==> config.mk <==
export PLATFORM = sky130hd
export DESIGN_NAME = rd_turnaround_seq
export DESIGN_NICKNAME = d
export VERILOG_FILES = /design/src/rtl/rts_pkg.sv /design/src/rtl/rts_timer.sv /design/src/rtl/rts_payload.sv /design/src/rtl/rts_decode.sv /design/src/rtl/rd_turnaround_seq.sv
export SDC_FILE = /design/constraint.sdc
export NUM_CORES = 1
export LEC_CHECK = 0
export BUFFER_PORTS_ARGS = -buffer_cell sky130_fd_sc_hd__clkbuf_2
export CORE_UTILIZATION = 30
export DETAILED_ROUTE_END_ITERATION = 10
export PLACE_DENSITY = 0.53
export SLEW_MARGIN = 20
export SYNTH_ARGS = -nofsm -noshare
export SYNTH_HDL_FRONTEND = slang
export SYNTH_SLANG_ARGS = --single-unit
==> constraint.sdc <==
create_clock -name clk -period 3.2 [get_ports clk]
set_input_delay 0.16 -clock clk [delete_from_list [all_inputs] [get_ports clk]]
set_output_delay 0.16 -clock clk [all_outputs]
set_load 0.005 [all_outputs]
==> src/rtl/rts_pkg.sv <==
// Shared types for the read reply turnaround sequencer.
// Assumes: nothing beyond IEEE 1800-2017.
package rts_pkg;
    // Named slices of the 65-edge turnaround schedule
    typedef enum logic [2:0] {
        PH_OFF     = 3'd0,
        PH_MIDLE   = 3'd1,
        PH_TURN1   = 3'd2,
        PH_SIDLE   = 3'd3,
        PH_REPLY   = 3'd4,
        PH_SIDLE2  = 3'd5,
        PH_TURN2   = 3'd6,
        PH_MIDLE2  = 3'd7
    } phase_e;
endpackage

==> src/rtl/rts_timer.sv <==
// Edge counter of the turnaround schedule.
// After the edge that accepts a start, cnt_o reads 0. After edge k it reads k.
// The schedule ends at edge DONE_EDGE. A start is accepted when idle, or in
// the last cycle so that a new schedule begins exactly at DONE_EDGE.
// Assumes: start_i is synchronous to clk.
module rts_timer #(
    parameter int DONE_EDGE = 65,
    localparam int CW = $clog2(DONE_EDGE + 1)
) (
    input  logic          clk,
    input  logic          rst_n,
    input  logic          start_i,
    output logic          active_o,
    output logic [CW-1:0] cnt_o,
    output logic          accept_o
);
    localparam logic [CW-1:0] LAST = CW'(DONE_EDGE - 1);

    logic last_cycle;

    // Final cycle of a running schedule
    assign last_cycle = active_o && (cnt_o == LAST);
    // Start acceptance: idle or at the closing edge
    assign accept_o = start_i && (!active_o || last_cycle);

    // Count edges while a schedule runs
    always_ff @(posedge clk) begin
        if (!rst_n) begin
            active_o <= 1'b0;
            cnt_o    <= '0;
        end else if (accept_o) begin
            active_o <= 1'b1;
            cnt_o    <= '0;
        end else if (last_cycle) begin
            active_o <= 1'b0;
            cnt_o    <= '0;
        end else if (active_o) begin
            cnt_o    <= cnt_o + 1'b1;
        end
    end
endmodule

==> src/rtl/rts_payload.sv <==
// Captures the address-match result and the three reply bytes when a
// start is accepted, and holds them until the next accepted start.
// Assumes: tgt_id_i, own_id_i and rd_data_i are valid with start.
module rts_payload #(
    parameter int ID_W   = 7,
    parameter int BYTE_W = 8,
    localparam int DATA_W = 2 * BYTE_W
) (
    input  logic              clk,
    input  logic              rst_n,
    input  logic              accept_i,
    input  logic [BYTE_W-1:0] tgt_id_i,
    input  logic [ID_W-1:0]   own_id_i,
    input  logic [DATA_W-1:0] rd_data_i,
    output logic              hit_o,
    output logic [BYTE_W-1:0] ack_o,
    output logic [BYTE_W-1:0] lo_o,
    output logic [BYTE_W-1:0] hi_o
);
    logic [BYTE_W-1:0] own_char;
    logic              own_legal;
    logic              match;

    // Own identifier as it appears on the line
    assign own_char  = BYTE_W'(own_id_i);
    // Low three bits all ones are reserved for group addressing
    assign own_legal = (own_id_i[2:0] != 3'b111);
    // Unicast match only
    assign match     = own_legal && (tgt_id_i == own_char);

    // Latch match and reply bytes at edge 0
    always_ff @(posedge clk) begin
        if (!rst_n) begin
            hit_o <= 1'b0;
            ack_o <= '0;
            lo_o  <= '0;
            hi_o  <= '0;
        end else if (accept_i) begin
            hit_o <= match;
            ack_o <= own_char;
            lo_o  <= rd_data_i[BYTE_W-1:0];
            hi_o  <= rd_data_i[DATA_W-1:BYTE_W];
        end
    end
endmodule

==> src/rtl/rts_decode.sv <==
// Maps the edge count to the schedule phase and the line-control outputs.
// Sampling is off from edge 0 to SAMPLE_EDGE. The driver is on from
// DRV_ON_EDGE to DRV_OFF_EDGE, and the launch strobe fires after
// LAUNCH_EDGE; both happen only when the read matched.
// Assumes: cnt_i counts edges since edge 0 while active_i is high.
module rts_decode
    import rts_pkg::*;
#(
    parameter int DRV_ON_EDGE  = 7,
    parameter int LAUNCH_EDGE  = 15,
    parameter int DRV_OFF_EDGE = 55,
    parameter int SAMPLE_EDGE  = 60,
    parameter int DONE_EDGE    = 65,
    localparam int CW = $clog2(DONE_EDGE + 1)
) (
    input  logic          active_i,
    input  logic [CW-1:0] cnt_i,
    input  logic          hit_i,
    output phase_e        phase_o,
    output logic          sample_en_o,
    output logic          drive_en_o,
    output logic          launch_o
);
    localparam int TURN1_EDGE  = 5;
    localparam int SIDLE_EDGE  = 10;
    localparam int REPLY_END   = 50;

    int unsigned c;

    // Classify the current cycle into a phase
    always_comb begin
        c = int'(cnt_i);
        if (!active_i)                 phase_o = PH_OFF;
        else if (c < TURN1_EDGE)       phase_o = PH_MIDLE;
        else if (c < SIDLE_EDGE)       phase_o = PH_TURN1;
        else if (c < LAUNCH_EDGE)      phase_o = PH_SIDLE;
        else if (c < REPLY_END)        phase_o = PH_REPLY;
        else if (c < DRV_OFF_EDGE)     phase_o = PH_SIDLE2;
        else if (c < SAMPLE_EDGE)      phase_o = PH_TURN2;
        else                           phase_o = PH_MIDLE2;
    end

    // Drive the line-control outputs from phase and count
    always_comb begin
        sample_en_o = !active_i || (int'(cnt_i) >= SAMPLE_EDGE);
        drive_en_o  = active_i && hit_i &&
                      (int'(cnt_i) >= DRV_ON_EDGE) && (int'(cnt_i) < DRV_OFF_EDGE);
        launch_o    = active_i && hit_i && (int'(cnt_i) == LAUNCH_EDGE);
    end
endmodule

==> src/rtl/rd_turnaround_seq.sv <==
// Top of the read reply turnaround sequencer. Times the receiver, the line
// driver and the serializer launch across a 65-edge read turnaround, and
// presents the three reply bytes.
// Assumes: start_i is high in the cycle whose closing edge ends the final
// address stop bit of a read, and identifier and data are valid with it.
module rd_turnaround_seq
    import rts_pkg::*;
#(
    parameter int ID_W         = 7,
    parameter int BYTE_W       = 8,
    parameter int DRV_ON_EDGE  = 7,
    parameter int LAUNCH_EDGE  = 15,
    parameter int DRV_OFF_EDGE = 55,
    parameter int SAMPLE_EDGE  = 60,
    parameter int DONE_EDGE    = 65,
    localparam int DATA_W = 2 * BYTE_W,
    localparam int CW     = $clog2(DONE_EDGE + 1)
) (
    input  logic              clk,
    input  logic              rst_n,
    input  logic              start_i,
    input  logic [BYTE_W-1:0] tgt_id_i,
    input  logic [ID_W-1:0]   own_id_i,
    input  logic [DATA_W-1:0] rd_data_i,
    output logic              sample_en_o,
    output logic              drive_en_o,
    output logic              launch_o,
    output logic [BYTE_W-1:0] ack_byte_o,
    output logic [BYTE_W-1:0] lo_byte_o,
    output logic [BYTE_W-1:0] hi_byte_o
);
    logic          active;
    logic [CW-1:0] cnt;
    logic          accept;
    logic          hit;
    phase_e        phase;

    rts_timer #(.DONE_EDGE(DONE_EDGE)) u_timer (
        .clk      (clk),
        .rst_n    (rst_n),
        .start_i  (start_i),
        .active_o (active),
        .cnt_o    (cnt),
        .accept_o (accept)
    );

    rts_payload #(.ID_W(ID_W), .BYTE_W(BYTE_W)) u_payload (
        .clk       (clk),
        .rst_n     (rst_n),
        .accept_i  (accept),
        .tgt_id_i  (tgt_id_i),
        .own_id_i  (own_id_i),
        .rd_data_i (rd_data_i),
        .hit_o     (hit),
        .ack_o     (ack_byte_o),
        .lo_o      (lo_byte_o),
        .hi_o      (hi_byte_o)
    );

    rts_decode #(
        .DRV_ON_EDGE  (DRV_ON_EDGE),
        .LAUNCH_EDGE  (LAUNCH_EDGE),
        .DRV_OFF_EDGE (DRV_OFF_EDGE),
        .SAMPLE_EDGE  (SAMPLE_EDGE),
        .DONE_EDGE    (DONE_EDGE)
    ) u_decode (
        .active_i    (active),
        .cnt_i       (cnt),
        .hit_i       (hit),
        .phase_o     (phase),
        .sample_en_o (sample_en_o),
        .drive_en_o  (drive_en_o),
        .launch_o    (launch_o)
    );
endmodule

**Yosys cells after proc, flatten, opt, wreduce, memory -nomap -nowiden**

Cells that the tools add are included.

- Bits in read-only memories: 0
- Memories kept: 0
- Output and inout bits: 27
- Bits in writable memories: 0
- Latch bits: 0
- Register bits after elaboration: 32
- Word-level logic and storage cells: 29
- Input bits: 34

- Bitwise logic cells: 1
- $mul: 0
- $lt $le $gt $ge: 3
- Reduce and logical (&&, ||, !) cells: 12
- Multiplexer cells: 2
- Divide/modulo/power cells: 0
- Add/subtract/negate cells: 1
- Equality and inequality tests: 4
- Shift operators: 0

Operator list:

| kind | number |
|---|---|
| 8-bit by 7-bit equality test with 1-bit output | 1 |
| 7-bit by 1-bit adder with 7-bit output, second input constant | 1 |
| 7-bit by 5-bit equality test with 1-bit output, second input constant | 1 |
| 7-bit equality test, second input constant | 1 |
| 7-bit by 3-bit >= comparator with 1-bit output, second input constant | 1 |
| 7-bit by 6-bit >= comparator with 1-bit output, second input constant | 1 |
| 1-bit logical AND | 7 |
| 7-bit by 6-bit < comparator with 1-bit output, second input constant | 1 |
| 3-bit != test, second input constant | 1 |
| 3-bit OR reduction | 1 |
| 1-bit logical OR | 2 |
| 1-bit 2-to-1 mux | 2 |
| 2-bit nonzero test | 1 |
| 1-bit zero test | 1 |
| 1-bit NOT | 1 |

**Depth between registers and ports, before layout**

Gate-level depths: netlist (run 1).

- Depth after elaboration: 5
- Depth in mapped cells: 7
- Depth with buffers taken out: 6

**By module**

Synthesis (run 1) repeated with hierarchy kept, for this count alone.

- Cell total of the unflattened synthesis: 173
- Area, all modules: 1645.3 um^2

Modules (own cells, without submodules):

| module | cells an instance | seq. area each (um^2) | instances | area an instance (um^2) |
|---|---|---|---|---|
| rts_payload | 92 | 480.5 | 1 | 1007.2 |
| rts_timer | 48 | 160.2 | 1 | 436.7 |
| rts_decode | 33 | 0.0 | 1 | 201.4 |

**Worst setup path before layout (run 1)**

No wires, ideal clock.

- Kind: flip-flop to flip-flop
- Start: reg u_timer.cnt_o[0]
- End: reg u_payload.ack_o[3]
- Stages on the path, launching flop included: 8
- Setup slack: 1515 ps
- Buffers on the path: 1
- Data required time: 3084 ps
- Data arrival time: 1569 ps
- Library setup time: 116 ps
- Path through: dfxtp_1 > inv_1 > ha_1 > and4bb_4 > a31oi_4 > buf_8 > mux2i_1 > nor2b_1

- Longest elaborated chain between the ends: 4

Ends and longest elaborated chain:

| element | RTL line | source |
|---|---|---|
| from (decl) | rts_timer.sv:14 | `output logic [CW-1:0] cnt_o,` |
| from (signal assigned) | rts_timer.sv:38 | `cnt_o <= cnt_o + 1'b1;` |
| 7-bit equality test | rts_timer.sv:22 | `assign last_cycle = active_o && (cnt_o == LAST);` |
| 1-bit logical AND | rts_timer.sv:22 |  |
| 1-bit logical OR | rts_timer.sv:24 | `assign accept_o = start_i && (!active_o \|\| last_cycle);` |
| 1-bit logical AND | rts_timer.sv:24 |  |
| to (signal assigned) | rts_payload.sv:40 | `ack_o <= own_char;` |
| to (decl) | rts_payload.sv:16 | `output logic [BYTE_W-1:0] ack_o,` |

No other way between the ends.
A chain may end at the register's enable or synchronous reset.

**Worst setup path in the final report (run 1)**

- Start: reg u_timer.cnt_o[0]
- End: reg u_payload.lo_o[3]

- Longest elaborated chain between the ends: 4

Ends and longest elaborated chain:

| element | RTL line | source |
|---|---|---|
| 7-bit equality test | rts_timer.sv:22 |  |
| 1-bit logical AND | rts_timer.sv:22 |  |
| 1-bit logical OR | rts_timer.sv:24 |  |
| 1-bit logical AND | rts_timer.sv:24 |  |
| to (signal assigned) | rts_payload.sv:41 | `lo_o <= rd_data_i[BYTE_W-1:0];` |
| to (decl) | rts_payload.sv:17 | `output logic [BYTE_W-1:0] lo_o,` |

No other way between the ends.

==> summary.txt, run 1 <==
Worst setup path
  – Crit path from: u_timer.cnt_o[0]
  – CP Cell Sequence: inv_1, ha_1, and4bb_4, a31oi_4, buf_4, mux2i_1, nor2b_1
  – Delay-heaviest family, CP: buffers and inverters
  – Crit-path max FO: 25
  – Reg2reg start: u_timer.cnt_o[0]
  – Reg2reg path depth: 7
  – Buf/Inv on CP: 2
  – Worst setup EP type: flop
  – Reg2Reg Capture Point: u_payload.lo_o[3]
  – Crit. path cell count: 7
  – CP max-delay cell: dfxtp_1
  – WS Path Type: flop to flop
  – Crit path DAT: a little over 2 ns
  – CP Capture Point: u_payload.lo_o[3]
  – Worst EP required: between 3 and 4 ns
  – Startpoint types: flop
  – Critical Path Max Stage Delay: 0.41 ns
  – Flop2flop setup slack: roughly 1.3 ns

Detailed routing
  – DRC Markers: 0
  – WL per Instance: 11.47 um
  – Vias: about 1.1k
  – Final wirelength: roughly 3 mm
  – DR iter-0 viols: 18
  – Vias per Instance: between 4 and 5
  – Drt pass-1 iters: 3
  – Antenna Violating Nets Remaining: 0

STA
  – Clk_skew: between 0.007 and 0.008 ns
  – RSZ-0062 raised after global routing: no
  – Least-Margin Pin Slew: 0.5221 ns
  – Min Clock Period, post-route: roughly 1.9 ns
  – Period utilization: 0.5795
  – Max Slew Vio Count: 0
  – Fmax: 539.2 MHz
  – Fin worst setup slack: around 1.3 ns
  – Worst slew margin: 0.6496
  – Fin. Hold Viols: 0
  – Setup_tns: 0 ns
  – Final setup viols: 0

Cells and area
  – Share of layout cells above drive strength 1: 0.3431
  – Filler cell count: approximately 480
  – Finished Layout Cells: 256
  – Nets: around 240
  – Diodes inserted: 0
  – Reg area: ~640 um^2
  – Multi-input gate area: about 750 um^2
  – Area grow syn2layout: 30.27%
  – Finished Core Util: 0.4208

Synth
  – Post-synth top cells: 32 x dfxtp_1, 26 x nor2b_1, 24 x mux2i_1, 11 x nor2_1, 8 x xnor2_1
  – Number of flops mapped to enable cells by yosys: 0
  – Top cell type by total area after synthesis: dfxtp_1
  – Post-Syn Nets: roughly 180
  – Most common cell in the synthesized netlist: dfxtp_1
  – Avg Inst Size Synth: 10.25 um^2
  – Synth top area cells: dfxtp_1 44%, mux2i_1 17%, nor2b_1 11%, xnor2_1 4.8%, nor2_1 2.8%
  – Post-synthesis async set-or-reset flop share: 0
  – Most used flip-flop cell after synthesis: dfxtp_1
  – Mapped Cells: ~140
  – Synth warn: 0
  – Post-synth top area share: 0.4402
  – Seq/Total Area, Yosys: 0.4402
  – Unique masters post-synth: 28
  – Mapped Area: between 1000 and 1500 um^2
  – FF+latch count, synth: 32

Worst hold path
  – Hold path start: rd_data_i[6]
  – HP Class: input port to flop

Floorplanning
  – Placeable Area: approximately 4500 um^2
  – Die Area: approximately 5100 um^2
  – Starting density of the core: 0.3231
  – Std cell rows: 24
  – Die Y: roughly 72 um
  – Io pins: between 60 and 70
  – Die Wd: around 72 um

Clocking
  – Post-CTS Setup Repair Bufs: 0
  – CTS tree: built
  – CTS Hold Bufs: 0
  – Clock root buffer: clkbuf_8
  – Clock Pin Slew Worst Setup and Hold Paths: about 0.07 ns
  – Clk sink count: 32
  – Post-CTS sizing: 0
  – Worst-Skew Late Latency: around 0.28 ns
  – CTS Buf Count: 5
  – H-tree depth: 2
  – Worst-case clock buffer depth: 2

Pwr
  – Leak: slightly above 0.9 nW
  – Peak supply drop: 0.2422 mV
  – Pwr Total: about 960 uW
  – Power Density: between 500 and 600 nW/um^2

Global route
  – Initial antenna violation count: 0
  – Vias in the first global route: 1090
  – Global-route wire length before repair: about 5.0 mm
  – Largest net degree at the start of global routing: 28
  – Gr ovfl total: 0
  – Global Route Usage Sum: 0.1232

Placed design
  – Count of input and output buffers: 59
  – Setup slack after placement: about 1.3 ns
  – Placed Instances: about 250
  – Routability cong.: 0.6850
  – Post-DP HPWL: 2.158 mm

Run
  – MaxCap Viol Count: 0

Outcome
  – Status: finished, final reports clean
-- worst reg2reg max path, delay by kind of cell (launching register included) --
family | cells | cell delay [ns]
simple gates | 2 | 0.27
compound gates | 1 | 0.16
buf+inv | 2 | 0.45
fa+ha+maj | 1 | 0.20
flops | 1 | 0.41
mux | 1 | 0.27
-- flip-flops by register name, summed over array words and instances, names as in the netlist --
signal	count
u_timer.cnt_o	7
u_payload.ack_o	7
u_payload.lo_o	8
u_timer.active_o	1
u_payload.hit_o	1
u_payload.hi_o	8
-- worst min-delay path by stage --
stage / to / slack, ns / cells after the start
3_5_place_dp: u_payload.hi_o[0] / 0.42 / 3
5_1_grt: u_payload.lo_o[1] / 0.14 / 3
4_1_cts: u_payload.lo_o[7] / 0.13 / 3
6_report: u_payload.lo_o[6] / 0.14 / 3
3_3_place_gp: u_payload.hi_o[0] / 0.42 / 3
2_1_floorplan: u_timer.active_o / 0.28 / 1
-- cell type report --
cell class	instances	share of cell area
Tap cell	52	0.03432
Sequential cell	32	0.3380
Clock inverter	1	0.01584
Multi-Input combinational cell	101	0.3954
Inverter	3	0.005941
Timing Repair Buffer	60	0.1597
Clock buffer	7	0.05083
-- per-stage QoR --
| stage | hold slack [ns] | instance area [um^2] |
|---|---|---|
| final | 0.1359 | 1896 |
| after global placement | 0.4198 | 1769 |
| after global routing | 0.1418 | 1896 |
| after CTS | 0.1319 | 1896 |
| after detailed placement | 0.4244 | 1769 |
| after floorplan | 0.2841 | 1455 |
-- kinds of logic (layout without fill, tap and decap cells) --
logic type | after synthesis | in the layout | synth area share
adders and majority gates | 2 | 2 | 0.01719
buffers and inverters | 9 | 71 | 0.04471
other | 1 | 1 | 0.002577
muxes | 24 | 24 | 0.1651
and+or+nand+nor | 53 | 53 | 0.2029
DFF | 32 | 32 | 0.4402
xor gates and xnor gates | 12 | 12 | 0.07223
AOI/OAI and AO/OA | 9 | 9 | 0.05503
-- report_power, final --
part,internal [mW],leakage (nW),switching (mW),total [mW]
clock,0.275,0.0645,0.142,0.417
sequential,0.418,0.262,0.0129,0.431
combinational,0.0635,0.587,0.0516,0.115
total,0.757,0.913,0.207,0.964
-- placed cells by master, fill, tap and decap left out --
cell type,count
clkbuf_2,59
dfxtp_1,32
nor2b_1,26
mux2i_1,24
nor2_1,11
xnor2_1,8
clkbuf_8,7
nand2_1,6
nand3_1,4
xor2_1,4
inv_1,3
nand4_1,2
a21boi_0,2
ha_1,2
o21ai_0,1
a31oi_1,1
nor3_1,1
o2111a_1,1
and3_1,1
and4bb_4,1
a31oi_4,1
o21ai_1,1
o21a_1,1
nor4b_1,1
o41ai_1,1
conb_1,1
bufinv_16,1
buf_4,1
-- metal layers --
layer / global-route usage / share of wire / up-vias
met4: 0.04575 / 0.0065 / 0
met2: 0.1834 / 0.45 / 32
met1: 0.1639 / 0.49 / 503
li1: - / - / 598
met3: 0.04360 / 0.058 / 3
met5: 0 / 0 / -
Note: power is estimated with default switching activity, not from simulation.
==> run 2, diff against run 1 <==
==> constraint.sdc (replaced) <==
create_clock -name clk -period 1.8 [get_ports clk]
set_input_delay 0.09 -clock clk [delete_from_list [all_inputs] [get_ports clk]]
set_output_delay 0.09 -clock clk [all_outputs]
set_load 0.005 [all_outputs]
==> run 2 against run 1 <==
Worst setup slack lost 1.2 ns. Sequential share of layout area is 0.72 points lower. Global-route usage up 0.61 points. Fmax rose by 11%. Clock skew fell by 0.0037 ns. Routed wire length grew 2.3%. Cell count rose by 2.7%. Clock-buffer cell count rose by 1. Largest cell class unchanged.
==> summary.txt, run 2 (synthesis results as in run 1) <==
Global route
  – Met1 usage: 0.1697 (+0.005793)
  – Largest net degree at the start of global routing: 27 (-3.6%)
  – Global-route wire length before repair: 5.037 mm (+1.3%)
  – Met2 GRT Util: 0.1876 (+0.004193)
  – Initial antenna violation count: 0 (unchanged)
  – Global Route Usage Sum: 0.1293 (+0.006077)
  – Vias in the first global route: 1101 (+1.0%)
  – Most crowded layer after global routing: met2
  – Met3 usage: 0.05767 (+0.01406)
  – Gr ovfl total: 0 (unchanged)

Floorplanning
  – Die Area: 5133 um^2 (unchanged)
  – Placeable Area: 4504 um^2 (unchanged)
  – Std cell rows: 24 (unchanged)
  – Io pins: 61 (unchanged)
  – Starting density of the core: 0.3231 (unchanged)
  – Die Wd: 71.65 um (unchanged)
  – Die Y: 71.65 um (unchanged)

Clocking
  – Post-CTS Setup Repair Bufs: 0 (unchanged)
  – Clk sink count: 32 (unchanged)
  – Clock root buffer: clkbuf_8
  – Worst-Skew Late Latency: 0.28 ns (about the same)
  – CTS Hold Bufs: 0 (unchanged)
  – Clock Pin Slew Worst Setup and Hold Paths: 0.06 ns (about the same)
  – H-tree depth: 2 (unchanged)
  – Post-CTS sizing: 0 (unchanged)
  – CTS tree: built
  – Worst-case clock buffer depth: 2 (unchanged)
  – CTS Buf Count: 5 (unchanged)

Detailed routing
  – Drt pass-1 iters: 2 (-1)
  – DRC Markers: 0 (unchanged)
  – Vias: 1158 (+1.9%)
  – WL per Instance: 11.42 um (-0.44%)
  – Antenna Violating Nets Remaining: 0 (unchanged)
  – Vias per Instance: 4.403 (-0.78%)
  – Final wirelength: 3.004 mm (+2.3%)
  – DR iter-0 viols: 31 (+13)

Outcome
  – Status: finished, final reports clean

Cells and area
  – Nets: 246 (+2.9%)
  – Most frequent cells in the layout: 59 x clkbuf_2, 32 x dfxtp_1, 26 x nor2b_1, 24 x mux2i_1, 11 x nor2_1
  – Finished Core Util: 0.4300 (+0.009167)
  – Final Cell Area: 1937 um^2 (+2.2%)
  – Share of layout cells above drive strength 1: 0.3555 (+0.01231)
  – Finished Layout Cells: 263 (+2.7%)
  – Top flop regs: u_payload.hi_o (8), u_payload.lo_o (8)
  – Diodes inserted: 0 (unchanged)
  – Commonest non-fill, non-tap cell in the layout: clkbuf_2
  – Area grow syn2layout: 33.10%

STA
  – Fmax: 599.7 MHz (+11%)
  – Min Clock Period, post-route: 1.667 ns (-0.1872 ns)
  – Final setup viols: 0 (unchanged)
  – Setup_tns: 0 ns (unchanged)
  – Max Slew Vio Count: 0 (unchanged)
  – Period utilization: 0.9263 (+0.3468)
  – Clk_skew: 0.004183 ns (-0.003691 ns)
  – Fin. Hold Viols: 0 (unchanged)
  – RSZ-0062 raised after global routing: no

Pwr
  – Internal: 1.185 mW (+57%)
  – Power Density: 796.8 nW/um^2 (+57%)
  – Switching pwr: 358.4 uW (+73%)
  – Switching power as a share of total power: 0.2322 (+0.01739)
  – Peak supply drop: 0.4548 mV (+88%)
  – Clock share of power: 0.357 (-0.076)
  – Leak: 0.9397 nW (+2.9%)
  – Gate power share: 0.148 (+0.029)
  – Sequential power share: 0.495 (+0.047)

Worst setup path
  – Delay-heaviest family, CP: flip-flops
  – Crit path DAT: 1.84 ns (-0.18 ns)
  – Worst setup EP type: flop
  – Startpoint types: flop
  – WS Path Type: flop to flop
  – CP Cell Sequence: inv_1, ha_1, and4bb_4, a31oi_4, buf_12, mux2i_1, nor2b_1
  – Critical Path Max Stage Delay: 0.40 ns (about the same)
  – CP max-delay cell: dfxtp_1
  – Buf/Inv on CP: 2 (unchanged)
  – Crit-path max FO: 14 (-44%)
  – Worst EP required: 1.97 ns (-1.40 ns)

Placed design
  – Dpl cell area: 1847 um^2 (+4.4%)
  – Routability cong.: 0.6688 (-2.4%)
  – Placed Instances: 255 (+2.8%)
  – Post-DP HPWL: 2.287 mm (+6.0%)
  – Count of input and output buffers: 59 (unchanged)

Worst hold path
  – HP Class: input port to flop

Run
  – MaxCap Viol Count: 0 (unchanged)
[run 2: final cells by class]
cell class	instances	area [um^2]
inverter	3	11.26
multi-input combinational	101	749.5
clock buffer	8	90.09
fill	457	2567
tap	52	65.06
sequential	32	640.6
timing repair buffer	67	380.4
[run 2: through the flow]
stage / power [mW] / worst slack [ns] / hold slack (ns)
after floorplan: 0.9059 / 0.1152 / 0.2141
after global placement: 1.011 / 0.1868 / 0.3461
after detailed placement: 1.012 / 0.1378 / 0.3562
after CTS: 1.580 / 0.1255 / 0.05432
after global routing: 1.639 / 0.008419 / 0.06356
final: 1.543 / 0.1326 / 0.06342
[run 2: worst reg2reg max path: cells and delay by family (launching register included)]
kind                     cells  cell delay (ns)
flip-flops                   1             0.40
AND/OR/NAND/NOR              2             0.27
buffers and inverters        2             0.25
adder cells (fa/ha/maj)      1             0.18
multiplexers                 1             0.20
AO/OA/AOI/OAI                1             0.25
[run 2: metal layers]
layer,share of wire,vias up
met3,0.069,6
met4,0.016,0
met5,0,-
met1,0.47,507
met2,0.45,34
li1,-,611
[run 2: path summary, 6_finish.rpt]
check	start	end	slack, ns	cells past startpoint
max	u_timer.cnt_o[1]	u_payload.hi_o[3]	0.13	7
min reg2reg	u_payload.hi_o[5]	u_payload.hi_o[5]	0.51	2
max reg2reg	u_timer.cnt_o[1]	u_payload.hi_o[3]	0.13	7
min	rd_data_i[6]	u_payload.lo_o[6]	0.06	3
[run 2: power groups by stage]
stage	clock network, mW	registers, mW	logic [mW]
finish	0.551	0.764	0.229
global placement	0	0.780	0.231
global route	0.618	0.768	0.253
floorplan	0	0.780	0.126
detailed placement	0	0.779	0.232
CTS	0.583	0.764	0.233
==> run 3, diff against run 2 <==
--- a/config.mk
+++ b/config.mk
@@ -5,9 +5,11 @@
 export SDC_FILE = /design/constraint.sdc
 export NUM_CORES = 1
 export LEC_CHECK = 0
+export ABC_AREA = 1
 export BUFFER_PORTS_ARGS = -buffer_cell sky130_fd_sc_hd__clkbuf_2
 export CORE_UTILIZATION = 30
 export DETAILED_ROUTE_END_ITERATION = 10
+export GPL_ROUTABILITY_DRIVEN = 0
 export PLACE_DENSITY = 0.53
 export SLEW_MARGIN = 20
 export SYNTH_ARGS = -nofsm -noshare
==> run 3 against run 2 <==
Sequential share of layout area grew 1.2 points. Final area decreased by 3.6%. Register-to-register slack improved by 0.25 ns. Critical path depth shrank 2. Clock-buffer cell count decreased by 2. Non-clock buffer count decreased by 8. Critical endpoint is now drive_en_o. First-iteration DRC count grew 29%. Power down 0.55%. Clock skew is 0.00083 ns higher. Global-route usage increased by 0.80 points. Routed wire length increased by 9.8%. Hold slack got worse by 0.014 ns.
==> summary.txt, run 3 <==
Cells and area
  – Filler cell count: 535 (+17%)
  – Diodes inserted: 0 (unchanged)
  – Top flop regs: u_payload.hi_o (8), u_payload.lo_o (8)
  – Finished Core Util: 0.3929 (-0.03711)
  – Nets: 296 (+20%)
  – Commonest non-fill, non-tap cell in the layout: nor2_1
  – Most frequent cells in the layout: 63 x nor2_1, 59 x clkbuf_2, 32 x dfxtp_1, 25 x nand2_1, 17 x inv_1
  – Area grow syn2layout: 24.83%
  – Share of layout cells above drive strength 1: 0.2808 (-0.07468)

Synth
  – Post-synthesis async set-or-reset flop share: 0 (unchanged)
  – Avg Inst Size Synth: 7.408 um^2 (-28%)
  – Most common cell in the synthesized netlist: nor2_1
  – Synth warn: 0 (unchanged)
  – Top cell type by total area after synthesis: dfxtp_1
  – Most used flip-flop cell after synthesis: dfxtp_1
  – Seq/Total Area, Yosys: 0.4281 (-0.01215)
  – Synth top area cells: dfxtp_1 43%, nor2_1 16%, nand2_1 6.3%, inv_1 4.3%, o21ai_0 4.0%
  – Post-Syn Nets: 238 (+34%)
  – Mapped Cells: 202 (+42%)
  – Post-synth top area share: 0.4281 (-0.01215)
  – FF+latch count, synth: 32 (unchanged)
  – Number of flops mapped to enable cells by yosys: 0 (unchanged)
  – Mapped Area: 1496 um^2 (+2.8%)
  – Post-synth top cells: 63 x nor2_1, 32 x dfxtp_1, 25 x nand2_1, 17 x inv_1
  – Unique masters post-synth: 29 (+3.6%)

Worst setup path
  – WS Path Type: flop to output port
  – Worst EP required: 1.71 ns (-0.26 ns)
  – CP max-delay cell: dfxtp_1
  – Worst setup EP type: output port
  – CP Cell Sequence: nand2_1, nor2_2, or2_2, a211oi_1, clkbuf_2
  – Reg2reg path depth: 10 (+3)
  – Crit path DAT: 1.43 ns (-0.41 ns)
  – Critical Path Max Stage Delay: 0.38 ns (-0.02 ns)
  – Crit-path max FO: 6 (-8)
  – Startpoint types: flop

Worst hold path
  – HP Class: input port to flop
  – Hold depth: 3 (unchanged)

Clocking
  – Clock root buffer: clkbuf_8
  – Clk sink count: 32 (unchanged)
  – Post-CTS sizing: 0 (unchanged)
  – CTS Hold Bufs: 0 (unchanged)
  – Clock Pin Slew Worst Setup and Hold Paths: 0.06 ns (about the same)
  – H-tree depth: 2 (unchanged)
  – Worst-case clock buffer depth: 2 (unchanged)
  – Post-CTS Setup Repair Bufs: 0 (unchanged)
  – CTS tree: built
  – Worst-Skew Late Latency: 0.28 ns (about the same)
  – CTS Buf Count: 5 (unchanged)

STA
  – Period utilization: 0.8461 (-0.08019)
  – Fmax: 656.6 MHz (+9.5%)
  – Min Clock Period, post-route: 1.523 ns (-0.1443 ns)
  – Fin. Hold Viols: 0 (unchanged)
  – Clk_skew: 0.005008 ns (+0.0008255 ns)
  – RSZ-0062 raised after global routing: no
  – Max Slew Vio Count: 0 (unchanged)
  – Final setup viols: 0 (unchanged)
  – Setup_tns: 0 ns (unchanged)

Detailed routing
  – WL per Instance: 10.08 um (-12%)
  – Vias per Instance: 4.199 (-4.6%)
  – Met1 WL: 1.497 mm (+6.2%)
  – Met3 WL: 151 um (-27%)
  – Final wirelength: 3.297 mm (+9.8%)
  – Vias: 1373 (+19%)
  – DR iter-0 viols: 40 (+29%)
  – Met2 WL: 1.586 mm (+19%)
  – Drt pass-1 iters: 4 (+2)
  – Highest metal used: met4
  – DRC Markers: 0 (unchanged)
  – Antenna Violating Nets Remaining: 0 (unchanged)

Run
  – MaxCap Viol Count: 0 (unchanged)

Outcome
  – Status: finished, final reports clean

Global route
  – Initial antenna violation count: 0 (unchanged)
  – Vias in the first global route: 1310 (+19%)
  – Global-route wire length before repair: 5.582 mm (+11%)
  – Global Route Usage Sum: 0.1373 (+0.008035)
  – Largest net degree at the start of global routing: 27 (unchanged)
  – Gr ovfl total: 0 (unchanged)

Floorplanning
  – Std cell rows: 25 (+4.2%)
  – Io pins: 61 (unchanged)
  – Die Wd: 72.63 um (+1.4%)
  – Die Area: 5274 um^2 (+2.8%)
  – Die Y: 72.63 um (+1.4%)
  – Starting density of the core: 0.3147 (-0.008319)
  – Placeable Area: 4755 um^2 (+5.6%)

Placed design
  – Count of input and output buffers: 59 (unchanged)
  – Post-DP HPWL: 2.402 mm (+5.0%)

Pwr
  – Leak: 0.9155 nW (-2.6%)
  – Power Density: 821.6 nW/um^2 (+3.1%)
  – Peak supply drop: 0.2603 mV (-43%)
## run 3: changes by cell type in the layout (fill, tap and decap cells not counted), sizes merged, moves of 2 or more
cell    delta
a21oi      +4
a31oi      -2
buf        -8
clkbuf     -2
inv       +15
mux2i     -24
nand2     +21
nand4      +2
nor2      +55
nor2b     -26
o21ai     +22
or2        +2
xnor2      -6
## run 3: per-stage QoR
step / setup slack, ns / std cells / hold slack [ns] / area, um^2 / power, mW
floorplan: 0.5013 / 202 / 0.2127 / 1496 / 0.9571
global placement: 0.4008 / 320 / 0.3282 / 1790 / 1.047
detailed placement: 0.3746 / 320 / 0.3350 / 1790 / 1.048
CTS: 0.2550 / 327 / 0.04126 / 1868 / 1.562
global route: 0.1529 / 327 / 0.04955 / 1868 / 1.635
finish: 0.2770 / 327 / 0.04992 / 1868 / 1.535
## run 3: critical path, delay by kind of cell, from the launching register on
family	cells	cell delay (ns)
compound gates	1	0.20
buf+inv	1	0.15
flops	1	0.38
simple gates	3	0.44
## run 3: final cells by class
cell class / instances / area (um^2) / share of cell area
multi-input combinational: 144 / 695.7 / 0.3724
inverter: 18 / 75.07 / 0.04019
sequential: 32 / 640.6 / 0.3429
clock buffer: 6 / 72.57 / 0.03885
tap: 67 / 83.83 / 0.04488
clock inverter: 1 / 5.005 / 0.002679
timing repair buffer: 59 / 295.3 / 0.1581
## run 3: power breakdown
group          internal, mW  switching, mW
Sequential            0.759         0.0334
Clock                 0.262          0.245
Combinational         0.106          0.129
Total                  1.13          0.408
## run 3: cells by family after synthesis
family	after synthesis	share of synthesized area
DFF	32	0.4281
AOI/OAI and AO/OA	31	0.1087
buffers and inverters	26	0.1070
other	1	0.002506
adders and majority gates	2	0.01672
xor gates and xnor gates	5	0.02927
and+or+nand+nor	105	0.3077
## run 3: worst paths after layout
path / startpoint / to / slack (ns)
worst min-delay path: rd_data_i[0] / u_payload.lo_o[0] / 0.05
worst min register to register: u_payload.ack_o[0] / u_payload.ack_o[0] / 0.49
worst max-delay path: u_timer.cnt_o[2] / drive_en_o / 0.28
worst max register to register: u_timer.cnt_o[0] / u_payload.ack_o[4] / 0.38
## run 3: per-layer routing
layer | global-route usage | up-vias
li1 | - | 744
met1 | 0.1667 | 591
met2 | 0.2233 | 32
met3 | 0.04420 | 6
met4 | 0.05882 | 0
met5 | 0 | -
